==> src/rtl/rbuf_pkg.sv <==
package rbuf_pkg;

    localparam int LENW = 32;
    localparam int NTAG = 4;

    localparam int T_OUTER = 0;
    localparam int T_FORM  = 1;
    localparam int T_CFG   = 2;
    localparam int T_CALL  = 3;

    localparam logic [7:0] OPC_MIN = 8'h01;
    localparam logic [7:0] OPC_MAX = 8'h31;

    typedef enum logic [7:0] {
        E_NONE  = 8'h00,
        E_CHUNK = 8'h01,
        E_CONT  = 8'h02,
        E_NOCFG = 8'h03,
        E_OPC   = 8'h04
    } err_e;

    typedef enum logic [2:0] {
        S_IDLE, S_HDR, S_NEXT, S_CHDR, S_BODY, S_DONE
    } st_e;

    typedef enum logic [1:0] {
        K_OTHER, K_CFG, K_CALL
    } kind_e;

    typedef struct packed {
        logic [7:0] int_sz;
        logic [7:0] ptr_sz;
        logic [7:0] order;
    } cfg_t;

    // fourCC words with the first ASCII character in bits [7:0]
    function automatic logic [31:0] tag_word(input int k);
        case (k)
            T_OUTER: return 32'h4646_4952;
            T_FORM:  return 32'h494D_4553;
            T_CFG:   return 32'h4746_4E43;
            default: return 32'h4C4C_4143;
        endcase
    endfunction

    function automatic logic int_ok(input logic [7:0] b);
        return (b == 8'd2) || (b == 8'd4) || (b == 8'd8);
    endfunction

    function automatic logic ptr_ok(input logic [7:0] b);
        return (b == 8'd2) || (b == 8'd4) || (b == 8'd8) || (b == 8'd16);
    endfunction

    function automatic logic ord_ok(input logic [7:0] b);
        return b <= 8'd2;
    endfunction

    function automatic logic opc_ok(input logic [7:0] b);
        return (b >= OPC_MIN) && (b <= OPC_MAX);
    endfunction

endpackage

==> src/rtl/rbuf_tag_track.sv <==
module rbuf_tag_track
    import rbuf_pkg::*;
(
    input  logic            clk,
    input  logic            rst,
    input  logic            byte_v,
    input  logic [1:0]      idx,
    input  logic [7:0]      byte_i,
    output logic [NTAG-1:0] hit_o
);
    // hit_o[k] is high when bytes 0..idx (current byte included) match tag k
    for (genvar k = 0; k < NTAG; k++) begin : g_tag
        localparam logic [31:0] W = tag_word(k);
        logic run_q;
        logic eq;

        always_comb eq = (byte_i == W[8*idx +: 8]);
        assign hit_o[k] = eq && ((idx == 2'd0) || run_q);

        always_ff @(posedge clk) begin
            if (rst)         run_q <= 1'b0;
            else if (byte_v) run_q <= hit_o[k];
        end
    end
endmodule

==> src/rtl/rbuf_span.sv <==
module rbuf_span #(
    parameter int OW = 34
) (
    input  logic [OW-1:0] pos_i,
    input  logic [OW-1:0] end_i,
    input  logic [31:0]   len_i,
    output logic [OW-1:0] nxt_o,
    output logic          at_end_o,
    output logic          hdr_short_o,
    output logic          overrun_o
);
    // offsets carry two extra bits so a full 32-bit length cannot wrap
    assign nxt_o       = pos_i + OW'(8) + OW'(len_i) + OW'(len_i[0]);
    assign at_end_o    = (pos_i == end_i);
    assign hdr_short_o = (pos_i + OW'(8)) > end_i;
    assign overrun_o   = nxt_o > end_i;
endmodule

==> src/rtl/rbuf_cfg_cache.sv <==
module rbuf_cfg_cache
    import rbuf_pkg::*;
(
    input  logic       clk,
    input  logic       rst,
    input  logic       byte_v,
    input  logic [1:0] idx,
    input  logic [7:0] byte_i,
    input  logic       commit_i,
    output logic       ok_now_o,
    output logic       valid_o,
    output cfg_t       cfg_o
);
    cfg_t sh_q;
    logic bad_q;
    logic bad_now;

    always_comb begin
        case (idx)
            2'd0:    bad_now = !int_ok(byte_i);
            2'd1:    bad_now = bad_q || !ptr_ok(byte_i);
            2'd2:    bad_now = bad_q || !ord_ok(byte_i);
            default: bad_now = bad_q || (byte_i != 8'h00);
        endcase
    end
    assign ok_now_o = !bad_now;

    always_ff @(posedge clk) begin
        if (rst) begin
            sh_q    <= '0;
            bad_q   <= 1'b0;
            valid_o <= 1'b0;
            cfg_o   <= '0;
        end else begin
            if (byte_v) begin
                bad_q <= bad_now;
                case (idx)
                    2'd0:    sh_q.int_sz <= byte_i;
                    2'd1:    sh_q.ptr_sz <= byte_i;
                    2'd2:    sh_q.order  <= byte_i;
                    default: ;
                endcase
            end
            if (commit_i) begin
                cfg_o   <= sh_q;
                valid_o <= 1'b1;
            end
        end
    end

    a_r5_cache_sticky: assert property (@(posedge clk) disable iff (rst)
        valid_o |=> valid_o);

    a_r4_cache_legal: assert property (@(posedge clk) disable iff (rst)
        valid_o |-> (int_ok(cfg_o.int_sz) && ptr_ok(cfg_o.ptr_sz) && ord_ok(cfg_o.order)));
endmodule

==> src/rtl/rbuf_walker.sv <==
module rbuf_walker
    import rbuf_pkg::*;
#(
    parameter int AW = 32
) (
    input  logic          clk,
    input  logic          rst,
    input  logic          start_i,
    input  logic [AW-1:0] base_i,
    output logic          busy_o,
    output logic          done_o,
    output logic          ok_o,
    output logic [7:0]    err_o,
    output logic [7:0]    opcode_o,
    output logic [AW-1:0] call_off_o,
    output logic          cfg_valid_o,
    output logic [7:0]    cfg_int_o,
    output logic [7:0]    cfg_ptr_o,
    output logic [7:0]    cfg_order_o,
    output logic          mem_req_o,
    output logic [AW-1:0] mem_addr_o,
    input  logic          mem_ack_i,
    input  logic [7:0]    mem_data_i
);
    localparam int OW = LENW + 2;

    st_e            st_q;
    kind_e          kind_q;
    logic [3:0]     cnt_q;
    logic [AW-1:0]  base_q;
    logic [OW-1:0]  pos_q, end_q;
    logic [31:0]    len_q, len_now, span_len;
    logic           riff_q, rsv_q, rsv_all;
    logic [7:0]     opc_q;
    logic           take, fin, cfg_ok_now, cfg_commit;
    err_e           fin_code;
    logic [NTAG-1:0] hit;
    logic [OW-1:0]  nxt;
    logic           at_end, hdr_short, overrun;
    cfg_t           cfg;

    assign mem_req_o  = (st_q == S_HDR) || (st_q == S_CHDR) || (st_q == S_BODY);
    assign mem_addr_o = base_q + AW'(pos_q) + AW'(cnt_q);
    assign take       = mem_req_o && mem_ack_i;
    assign busy_o     = (st_q != S_IDLE);
    assign done_o     = (st_q == S_DONE);
    assign len_now    = {mem_data_i, len_q[31:8]};
    assign span_len   = (st_q == S_CHDR) ? len_now : len_q;
    assign rsv_all    = rsv_q || (mem_data_i != 8'h00);
    assign cfg_commit = take && (st_q == S_BODY) && (kind_q == K_CFG)
                        && (cnt_q == 4'd11) && cfg_ok_now;

    rbuf_tag_track u_tags (
        .clk(clk), .rst(rst), .byte_v(take), .idx(cnt_q[1:0]),
        .byte_i(mem_data_i), .hit_o(hit)
    );

    rbuf_span #(.OW(OW)) u_span (
        .pos_i(pos_q), .end_i(end_q), .len_i(span_len), .nxt_o(nxt),
        .at_end_o(at_end), .hdr_short_o(hdr_short), .overrun_o(overrun)
    );

    rbuf_cfg_cache u_cfg (
        .clk(clk), .rst(rst),
        .byte_v(take && (st_q == S_BODY) && (kind_q == K_CFG)),
        .idx(cnt_q[1:0]), .byte_i(mem_data_i), .commit_i(cfg_commit),
        .ok_now_o(cfg_ok_now), .valid_o(cfg_valid_o), .cfg_o(cfg)
    );

    assign cfg_int_o   = cfg.int_sz;
    assign cfg_ptr_o   = cfg.ptr_sz;
    assign cfg_order_o = cfg.order;

    // termination decisions and their error codes, in priority order
    always_comb begin
        fin      = 1'b0;
        fin_code = E_NONE;
        if (st_q == S_NEXT && (at_end || hdr_short)) begin
            fin = 1'b1; fin_code = E_CHUNK;
        end else if (take) begin
            case (st_q)
                S_HDR: if (cnt_q == 4'd11 && (!riff_q || !hit[T_FORM] || len_q < 32'd4)) begin
                    fin = 1'b1; fin_code = E_CONT;
                end
                S_CHDR: if (cnt_q == 4'd7) begin
                    if (overrun) begin
                        fin = 1'b1; fin_code = E_CHUNK;
                    end else if (kind_q == K_CFG && len_now != 32'd4) begin
                        fin = 1'b1; fin_code = E_CHUNK;
                    end else if (kind_q == K_CALL && !cfg_valid_o) begin
                        fin = 1'b1; fin_code = E_NOCFG;
                    end else if (kind_q == K_CALL && len_now < 32'd4) begin
                        fin = 1'b1; fin_code = E_CHUNK;
                    end
                end
                S_BODY: if (cnt_q == 4'd11) begin
                    if (kind_q == K_CFG) begin
                        if (!cfg_ok_now) begin fin = 1'b1; fin_code = E_CHUNK; end
                    end else begin
                        fin = 1'b1;
                        if (!opc_ok(opc_q))  fin_code = E_OPC;
                        else if (rsv_all)    fin_code = E_CHUNK;
                    end
                end
                default: ;
            endcase
        end
    end

    always_ff @(posedge clk) begin
        if (rst) begin
            st_q       <= S_IDLE;
            kind_q     <= K_OTHER;
            cnt_q      <= '0;
            base_q     <= '0;
            pos_q      <= '0;
            end_q      <= '0;
            len_q      <= '0;
            riff_q     <= 1'b0;
            rsv_q      <= 1'b0;
            opc_q      <= '0;
            ok_o       <= 1'b0;
            err_o      <= '0;
            opcode_o   <= '0;
            call_off_o <= '0;
        end else begin
            if (take) cnt_q <= cnt_q + 4'd1;
            if (fin) begin
                st_q       <= S_DONE;
                ok_o       <= (fin_code == E_NONE);
                err_o      <= fin_code;
                opcode_o   <= (fin_code == E_NONE) ? opc_q : 8'h00;
                call_off_o <= (fin_code == E_NONE) ? AW'(pos_q) : '0;
            end else begin
                case (st_q)
                    S_IDLE: if (start_i) begin
                        st_q   <= S_HDR;
                        base_q <= base_i;
                        pos_q  <= '0;
                        cnt_q  <= '0;
                    end
                    S_HDR: if (take) begin
                        if (cnt_q == 4'd3) riff_q <= hit[T_OUTER];
                        if (cnt_q >= 4'd4 && cnt_q <= 4'd7) len_q <= len_now;
                        if (cnt_q == 4'd11) begin
                            end_q <= OW'(len_q) + OW'(8);
                            pos_q <= OW'(12);
                            st_q  <= S_NEXT;
                        end
                    end
                    S_NEXT: begin
                        cnt_q <= '0;
                        st_q  <= S_CHDR;
                    end
                    S_CHDR: if (take) begin
                        if (cnt_q == 4'd3)
                            kind_q <= hit[T_CFG]  ? K_CFG :
                                      hit[T_CALL] ? K_CALL : K_OTHER;
                        if (cnt_q >= 4'd4) len_q <= len_now;
                        if (cnt_q == 4'd7) begin
                            if (kind_q == K_OTHER) begin
                                pos_q <= nxt;
                                st_q  <= S_NEXT;
                            end else begin
                                st_q  <= S_BODY;
                            end
                        end
                    end
                    S_BODY: if (take) begin
                        if (cnt_q == 4'd8) begin
                            opc_q <= mem_data_i;
                            rsv_q <= 1'b0;
                        end else begin
                            rsv_q <= rsv_all;
                        end
                        if (cnt_q == 4'd11) begin
                            pos_q <= nxt;
                            st_q  <= S_NEXT;
                        end
                    end
                    S_DONE:  st_q <= S_IDLE;
                    default: st_q <= S_IDLE;
                endcase
            end
        end
    end

    a_r9_done_pulse: assert property (@(posedge clk) disable iff (rst)
        done_o |=> !done_o);

    a_r9_start_taken: assert property (@(posedge clk) disable iff (rst)
        (start_i && !busy_o) |=> busy_o);

    a_r10_addr_hold: assert property (@(posedge clk) disable iff (rst)
        (mem_req_o && !mem_ack_i) |=> (mem_req_o && $stable(mem_addr_o)));

    a_r8_ok_result: assert property (@(posedge clk) disable iff (rst)
        (done_o && ok_o) |-> (err_o == 8'h00 && opcode_o >= OPC_MIN && opcode_o <= OPC_MAX));

    a_r3_err_known: assert property (@(posedge clk) disable iff (rst)
        (done_o && !ok_o) |-> (err_o == 8'h01 || err_o == 8'h02 || err_o == 8'h03 || err_o == 8'h04));

    a_r6_ok_needs_cfg: assert property (@(posedge clk) disable iff (rst)
        (done_o && ok_o) |-> cfg_valid_o);
endmodule

==> config.mk <==
export PLATFORM = sky130hd
export DESIGN_NAME = rbuf_walker
export DESIGN_NICKNAME = d
export VERILOG_FILES = /design/src/rtl/rbuf_pkg.sv /design/src/rtl/rbuf_tag_track.sv /design/src/rtl/rbuf_span.sv /design/src/rtl/rbuf_cfg_cache.sv /design/src/rtl/rbuf_walker.sv
export SDC_FILE = /design/constraint.sdc
export NUM_CORES = 1
export LEC_CHECK = 0
export ABC_AREA = 0
export BUFFER_PORTS_ARGS = -buffer_cell sky130_fd_sc_hd__buf_2
export CORE_UTILIZATION = 31
export CTS_CLUSTER_DIAMETER = 60
export DETAILED_ROUTE_END_ITERATION = 8
export PLACE_DENSITY = 0.46
export SYNTH_ARGS = -nofsm -noshare
export SYNTH_HDL_FRONTEND = slang
export SYNTH_HIERARCHICAL = 1
export SYNTH_SLANG_ARGS = --single-unit
==> constraint.sdc <==
create_clock -name clk -period 6.7 [get_ports clk]
set_input_delay 1.675 -clock clk [delete_from_list [all_inputs] [get_ports clk]]
set_output_delay 1.675 -clock clk [all_outputs]
set_load 0.01 [all_outputs]
==> results.cfg, run 1 <==
[status]
outcome = completed

[timing]
post-route-worst-setup-slack_ns = 0.398
whs_ns = 0.455
final_min_period_over_clock_period_pct = 94.1
layout_min_cycle_time_ns = 6.30
max_freq_mhz = 159
timing_worst_slew_pin_value_ns = 1.08
timing.final.setup_violations = 0
report.final.hold_viol_count = 0
fin_tns_setup_ns = 0
clock-skew-final_ns = 0.0243
relative_slew_slack_pct = 28.1
rsz0062_at_grt = false
slew_violations = 0

[worst_hold_path]
hp-class = flip-flop to flip-flop

[floorplanning]
ios = 153
rows = 85
die_w_um = 235
placeableCoreArea_um2 = 53800
effective_utilization_at_floorplan_pct = 31.3
die_height_um = 235
die_area_um2 = 55300

[worst_setup_path]
timing_worst_setup_path_type = flip-flop to flip-flop
crit_path_max_fanout = 8
worstSetupStartpoint = pos_q[3]$_SDFFE_PP0P_
critical_path.startpoint_type = flip-flop
critPathRequiredTime_ns = 7.14
critical-path-slowest-cell = sky130_fd_sc_hd__a221o_2
timing.critical_path.slowest_cell_delay_ns = 0.46
rr_startpoint = pos_q[3]$_SDFFE_PP0P_
cp_data_arrival_time_ns = 6.74
worst_r2r_path_depth = 32
crit_path_end = pos_q[0]$_SDFFE_PP0P_
ff2ff_setup_slack_ns = 0.40
r2r-end = pos_q[0]$_SDFFE_PP0P_
end_kind = flip-flop

[cells_and_area]
final_cell_count_no_fill = 2894
finalNetCount = 2392
most_common_library_cell_in_the_layout_ignoring_fill_and_taps = sky130_fd_sc_hd__dfxtp_1
antennaDiodeCount = 0
finish.instance_area_um2 = 20000
flow.area_growth_from_synthesis_pct = 18.5
n_fill_cell = 5626
most_used_cells_in_the_layout_excluding_fill_and_tap_cells = 248 x sky130_fd_sc_hd__dfxtp_1, 215 x sky130_fd_sc_hd__nand2_1, 190 x sky130_fd_sc_hd__nor2_1
post_route_cells_drive_above_1_share_pct = 16.4

[drt]
antenna_left = 0
remaining_drc_errors = 0
avgRoutedWirePerCell_um = 19.0
drt-pass1-iter-count = 5
finalWirelength_um = 55100
detail_route.iter0.violations = 871
dr_total_vias = 15000
vias_per_cell = 5.17

[place]
placed_cell_area_um2 = 18600
hpwl_um = 41500
post_placement_worst_setup_slack_ns = 0.101
finalWeightedCongestion = 0.892
placed_cells_incl_taps = 2825
buffer_ports.inserted = 147

[global_route]
first_global_vias = 14800
globalRoute.totalOverflow = 0
antenna_found_initial = 0
grtUsageTotal_pct = 19.7
grt_pass1_wl_um = 86400
grt_start_max_net_pins = 77

[yosys]
synthSimpleGateAreaFrac_pct = 20.6
post_synth_xor_area_fraction_pct = 8.09
synth-async-reset-ratio_pct = 0
syn_area_um2 = 16900
synthMuxAreaShare_pct = 6.30
post_synthesis_share_of_cell_area_spent_on_full_adders_half_adders_and_majority_gates_pct = 13.3
netlist_instances = 2020
yosys_register_bits = 248
combinational_family_with_the_most_area_after_synthesis = simple AND/OR/NAND/NOR gates
synth_compound_gate_area_share_pct = 17.4
synth-edff-count = 0
yosysUniqueCellTypes = 97
yosys_most_used_dff = sky130_fd_sc_hd__dfxtp_1
seq_total_area_yosys_pct = 29.5
avgSynthCellArea_um2 = 8.34
synth-warning-count = 6

[clocking]
clk-insertion-delay-late_ns = 0.55
cts_buffer_depth = 3
cts_inserted_buffers = 36
clock_sink_count = 248
cts.htree.levels = 2
cts_root_buf = sky130_fd_sc_hd__clkbuf_16
clk_pin_slew_worst_paths_ns = 0.06
tritoncts = done
cts-hold-fix-buffers = 0

[power]
power.ir.vdd_worst_mv = 0.159
power.density_nw_per_um2 = 238
p_leak_nw = 8.89

[run]
cap_violations = 0
-- Yosys cell counts (8+ instances only) --
library cell,number,share of area (%)
sky130_fd_sc_hd__buf_2,28,0.83
sky130_fd_sc_hd__nand2b_1,22,0.82
sky130_fd_sc_hd__buf_4,12,0.53
sky130_fd_sc_hd__a211oi_1,37,1.6
sky130_fd_sc_hd__mux2i_1,69,4.1
sky130_fd_sc_hd__o21bai_1,9,0.40
sky130_fd_sc_hd__a21o_1,50,2.2
sky130_fd_sc_hd__o21ai_1,17,0.50
sky130_fd_sc_hd__nor2b_1,17,0.63
sky130_fd_sc_hd__a21oi_1,148,4.4
sky130_fd_sc_hd__nor3_1,29,0.86
sky130_fd_sc_hd__clkbuf_1,66,1.5
sky130_fd_sc_hd__nand2_1,216,4.8
sky130_fd_sc_hd__nand3b_1,35,1.6
sky130_fd_sc_hd__and2_1,8,0.30
sky130_fd_sc_hd__ha_1,170,13
sky130_fd_sc_hd__inv_1,80,1.8
sky130_fd_sc_hd__nor4_1,22,0.82
sky130_fd_sc_hd__nor2_1,192,4.3
sky130_fd_sc_hd__mux2_2,33,2.2
sky130_fd_sc_hd__o21ai_0,60,1.8
sky130_fd_sc_hd__xnor2_1,86,4.5
sky130_fd_sc_hd__o21a_1,9,0.40
sky130_fd_sc_hd__a22o_1,38,2.0
sky130_fd_sc_hd__and3_1,10,0.37
sky130_fd_sc_hd__dfxtp_1,248,29
sky130_fd_sc_hd__o211ai_1,11,0.49
sky130_fd_sc_hd__or3_1,8,0.30
sky130_fd_sc_hd__xor2_1,66,3.4
sky130_fd_sc_hd__nand3_1,67,2.0
sky130_fd_sc_hd__nand4_1,44,1.6
-- state kept, by name (all words and copies together) (netlist names), 24 cells and up --
name,count
call_off_o,32
base_q,32
u_cfg/sh_q,24
u_cfg/cfg_o,24
pos_q,34
end_q,33
len_q,32
-- where the power goes --
part	internal [mW]	total, mW	leakage (nW)	switching [mW]
clock network	1.30	2.05	0.618	0.759
registers	1.53	1.56	2.00	0.0307
logic	0.435	1.13	6.27	0.700
total	3.26	4.75	8.89	1.49
-- through the flow --
| stage | utilization, % | power, mW |
|---|---|---|
| 6_report | 37.1 | 4.75 |
| 3_3_place_gp | 34.5 | 2.65 |
| 5_1_grt | 37.1 | 4.99 |
| 3_5_place_dp | 34.5 | 2.65 |
| 2_1_floorplan | - | 2.27 |
| 4_1_cts | 36.9 | 4.74 |
-- how the worst min path moves through the flow --
stage	start	to	slack [ns]	cells past startpoint
2_1_floorplan	u_cfg/sh_q[0]$_SDFFE_PP0P_	u_cfg/sh_q[0]$_SDFFE_PP0P_	0.44	2
3_3_place_gp	ok_o$_SDFFE_PP0P_	ok_o$_SDFFE_PP0P_	0.43	1
3_5_place_dp	ok_o$_SDFFE_PP0P_	ok_o$_SDFFE_PP0P_	0.44	1
4_1_cts	ok_o$_SDFFE_PP0P_	ok_o$_SDFFE_PP0P_	0.46	1
5_1_grt	ok_o$_SDFFE_PP0P_	ok_o$_SDFFE_PP0P_	0.48	1
6_report	ok_o$_SDFFE_PP0P_	ok_o$_SDFFE_PP0P_	0.45	1
-- critical path, delay by kind of cell (launching register included) --
| family | cells | cell delay [ns] |
|---|---|---|
| AOI/OAI and AO/OA | 16 | 2.75 |
| xor gates and xnor gates | 2 | 0.43 |
| adders and majority gates | 3 | 0.83 |
| buffers and inverters | 4 | 0.63 |
| DFF | 1 | 0.33 |
| and+or+nand+nor | 7 | 1.22 |
-- cell type report --
| type | count | area [um^2] | area share (%) |
|---|---|---|---|
| clock inverters | 18 | 284 | 1.42 |
| flip-flops and latches | 248 | 4960 | 24.9 |
| clock buffers | 46 | 998 | 5.00 |
| well taps | 696 | 871 | 4.36 |
| multi-input cells | 1587 | 11200 | 56.0 |
| repair buffers | 218 | 1370 | 6.87 |
| inverters | 81 | 304 | 1.52 |
-- cells by family (layout without fill, tap and decap cells) --
group	after synthesis	count (layout)
simple gates	709	709
compound gates	439	439
flops	248	248
buf+inv	191	363
fa+ha+maj	176	176
xor+xnor	154	154
mux	102	102
other cells	1	7
-- repair_timing --
action	in CTS	in global routing
gates resized for setup	0	10
setup endpoints to repair	0	109
buffers inserted	0	4
-- metal layers --
layer  track usage (%)  wire length (um)  vias up
met2              32.3             25400      320
met4              5.76              1200        0
li1                  -                 -     7505
met5                 0                 0        -
met1              26.7             26200     7064
met3              2.98              2340       72
No activity file was read; power rests on OpenSTA's default activity.
==> run 2: changes to the inputs <==
--- a/config.mk
+++ b/config.mk
@@ -10,7 +10,7 @@
 export CORE_UTILIZATION = 31
 export CTS_CLUSTER_DIAMETER = 60
 export DETAILED_ROUTE_END_ITERATION = 8
-export PLACE_DENSITY = 0.46
+export PLACE_DENSITY = 0.48
 export SYNTH_ARGS = -nofsm -noshare
 export SYNTH_HDL_FRONTEND = slang
 export SYNTH_HIERARCHICAL = 1
==> constraint.sdc (replaced) <==
create_clock -name clk -period 5.09 [get_ports clk]
set_input_delay 1.2725 -clock clk [delete_from_list [all_inputs] [get_ports clk]]
set_output_delay 1.2725 -clock clk [all_outputs]
set_load 0.01 [all_outputs]
==> results.cfg, run 2 (synthesis gave the netlist of run 1 again) <==
[cells_and_area]
largest_register = pos_q
post_route_cells_drive_above_1_share_pct = 28.7
most_used_cells_in_the_layout_excluding_fill_and_tap_cells = 305 x sky130_fd_sc_hd__buf_4, 238 x sky130_fd_sc_hd__dfxtp_1, 214 x sky130_fd_sc_hd__nand2_1
antennaDiodeCount = 0
final_core_util_pct = 42.1
largest_registers = pos_q x34, end_q x33
finalNetCount = 2650
flow.area_growth_from_synthesis_pct = 34.6
most_common_library_cell_in_the_layout_ignoring_fill_and_taps = sky130_fd_sc_hd__buf_4
n_fill_cell = 5420
largest_reg_flops = 34
finish.instance_area_um2 = 22700

[worst_setup_path]
worst_r2r_path_depth = 31
cp_data_arrival_time_ns = 6.18
critical_path.startpoint_type = flip-flop
rr_startpoint = pos_q[3]$_SDFFE_PP0P_
critPathRequiredTime_ns = 5.48
r2r-end = len_q[12]$_SDFFE_PP0P_
timing.critical_path.slowest_cell_delay_ns = 0.45
end_kind = flip-flop
crit_path_max_fanout = 6
timing_worst_setup_path_type = flip-flop to flip-flop
ff2ff_setup_slack_ns = -0.69
critical-path-slowest-cell = sky130_fd_sc_hd__or3_4

[global_route]
grt_pass1_wl_um = 89000
globalRoute.totalOverflow = 0
grt_start_max_net_pins = 104
grtUsageTotal_pct = 20.5
antenna_found_initial = 0
first_global_vias = 15600

[drt]
detail_route.iter0.violations = 887
remaining_drc_errors = 0
vias_per_cell = 5.06
dr_total_vias = 15900
drt-pass1-iter-count = 6
avgRoutedWirePerCell_um = 18.5
finalWirelength_um = 58500
antenna_left = 0

[power]
power.density_nw_per_um2 = 279
power.ir.vdd_worst_mv = 0.208
power_consumption_mw = 6.34
p_leak_nw = 10.4

[timing]
report.final.hold_viol_count = 0
post-route-worst-setup-slack_ns = -0.694
final_min_period_over_clock_period_pct = 114
slew_violations = 0
clock-skew-final_ns = 0.0346
relative_slew_slack_pct = 44.2
rsz0062_at_grt = true
max_freq_mhz = 173
layout_min_cycle_time_ns = 5.78
timing_worst_slew_pin_value_ns = 0.837
timing.final.setup_violations = 117
fin_tns_setup_ns = -73.03

[clocking]
cts_buffer_depth = 3
cts_root_buf = sky130_fd_sc_hd__clkbuf_16
cts_inserted_buffers = 36
clk-insertion-delay-late_ns = 0.57
clock_sink_count = 248
tritoncts = done
clk_pin_slew_worst_paths_ns = 0.06
cts-hold-fix-buffers = 0
cts.htree.levels = 2

[worst_hold_path]
hold-path-endpoint = u_cfg/sh_q[22]$_SDFFE_PP0P_
worst_hold_startpoint = u_cfg/sh_q[22]$_SDFFE_PP0P_
hp-class = flip-flop to flip-flop
worst_hold_path.num_cells = 2

[floorplanning]
die_area_um2 = 55300
die_height_um = 235
die_w_um = 235
rows = 85
ios = 153
effective_utilization_at_floorplan_pct = 31.3
placeableCoreArea_um2 = 53800

[place]
hpwl_um = 44100
buffer_ports.inserted = 147
finalWeightedCongestion = 0.869
placed_cell_area_um2 = 20500

[status]
violations_in_the_final_reports = negative setup slack
outcome = complete, but fails checks

[run]
cap_violations = 0
-- run 2: repair_timing --
action	CTS	global route
endpoints found under the setup margin	125	124
gates resized for setup	62	50
buffers inserted	19	10
pin swaps	37	61
gates cloned	5	2
-- run 2: layout make-up --
| type | count | area, um^2 | area share [%] |
|---|---|---|---|
| sequential | 248 | 4980 | 22.0 |
| timing repair buffer | 476 | 3480 | 15.4 |
| tap | 696 | 871 | 3.84 |
| multi-input combinational | 1587 | 11800 | 51.9 |
| clock buffer | 44 | 991 | 4.37 |
| inverter | 81 | 304 | 1.34 |
| clock inverter | 20 | 284 | 1.25 |
-- run 2: routing by layer --
metal  part of all wire (%)  vias up  global-route usage (%)
met5                      0        -                       0
met4                    2.5        0                    6.34
met3                    4.1       78                    3.56
met2                     46      314                    33.7
met1                     47     7543                    27.2
li1                       -     8003                       -
-- run 2: how the worst max path moves through the flow --
stage | end | slack, ns | start
2_1_floorplan | pos_q[29]$_SDFFE_PP0P_ | -0.13 | pos_q[4]$_SDFFE_PP0P_
3_3_place_gp | call_off_o[15]$_SDFFE_PP0P_ | -1.09 | pos_q[3]$_SDFFE_PP0P_
3_5_place_dp | pos_q[6]$_SDFFE_PP0P_ | -1.04 | pos_q[3]$_SDFFE_PP0P_
4_1_cts | call_off_o[9]$_SDFFE_PP0P_ | -0.86 | pos_q[3]$_SDFFE_PP0P_
5_1_grt | pos_q[9]$_SDFFE_PP0P_ | -0.90 | st_q[0]$_SDFFE_PP0P_
6_report | len_q[12]$_SDFFE_PP0P_ | -0.69 | pos_q[3]$_SDFFE_PP0P_
-- run 2: worst max-delay path: cells and delay by family (launching register included) --
kind | cells | cell delay, ns
simple gates | 8 | 1.23
flops | 1 | 0.38
compound gates | 14 | 2.26
xor+xnor | 2 | 0.44
mux | 1 | 0.15
fa+ha+maj | 3 | 0.69
buf+inv | 3 | 0.47
-- run 2: report_power, final --
| part | internal, mW | switching (mW) | total (mW) | leakage [nW] |
|---|---|---|---|---|
| Clock | 1.66 | 1.02 | 2.68 | 0.620 |
| Sequential | 2.01 | 0.0433 | 2.06 | 2.01 |
| Combinational | 0.626 | 0.980 | 1.61 | 7.81 |
| Total | 4.30 | 2.04 | 6.34 | 10.4 |
-- run 2: through the flow --
| stage | hold slack [ns] | std cells | setup slack (ns) |
|---|---|---|---|
| detailed placement | 0.445 | 3056 | -1.04 |
| CTS | 0.457 | 3142 | -0.864 |
| global placement | 0.440 | 3056 | -1.09 |
| finish | 0.454 | 3152 | -0.694 |
| global route | 0.477 | 3152 | -0.896 |
| floorplan | 0.436 | 2026 | -0.130 |
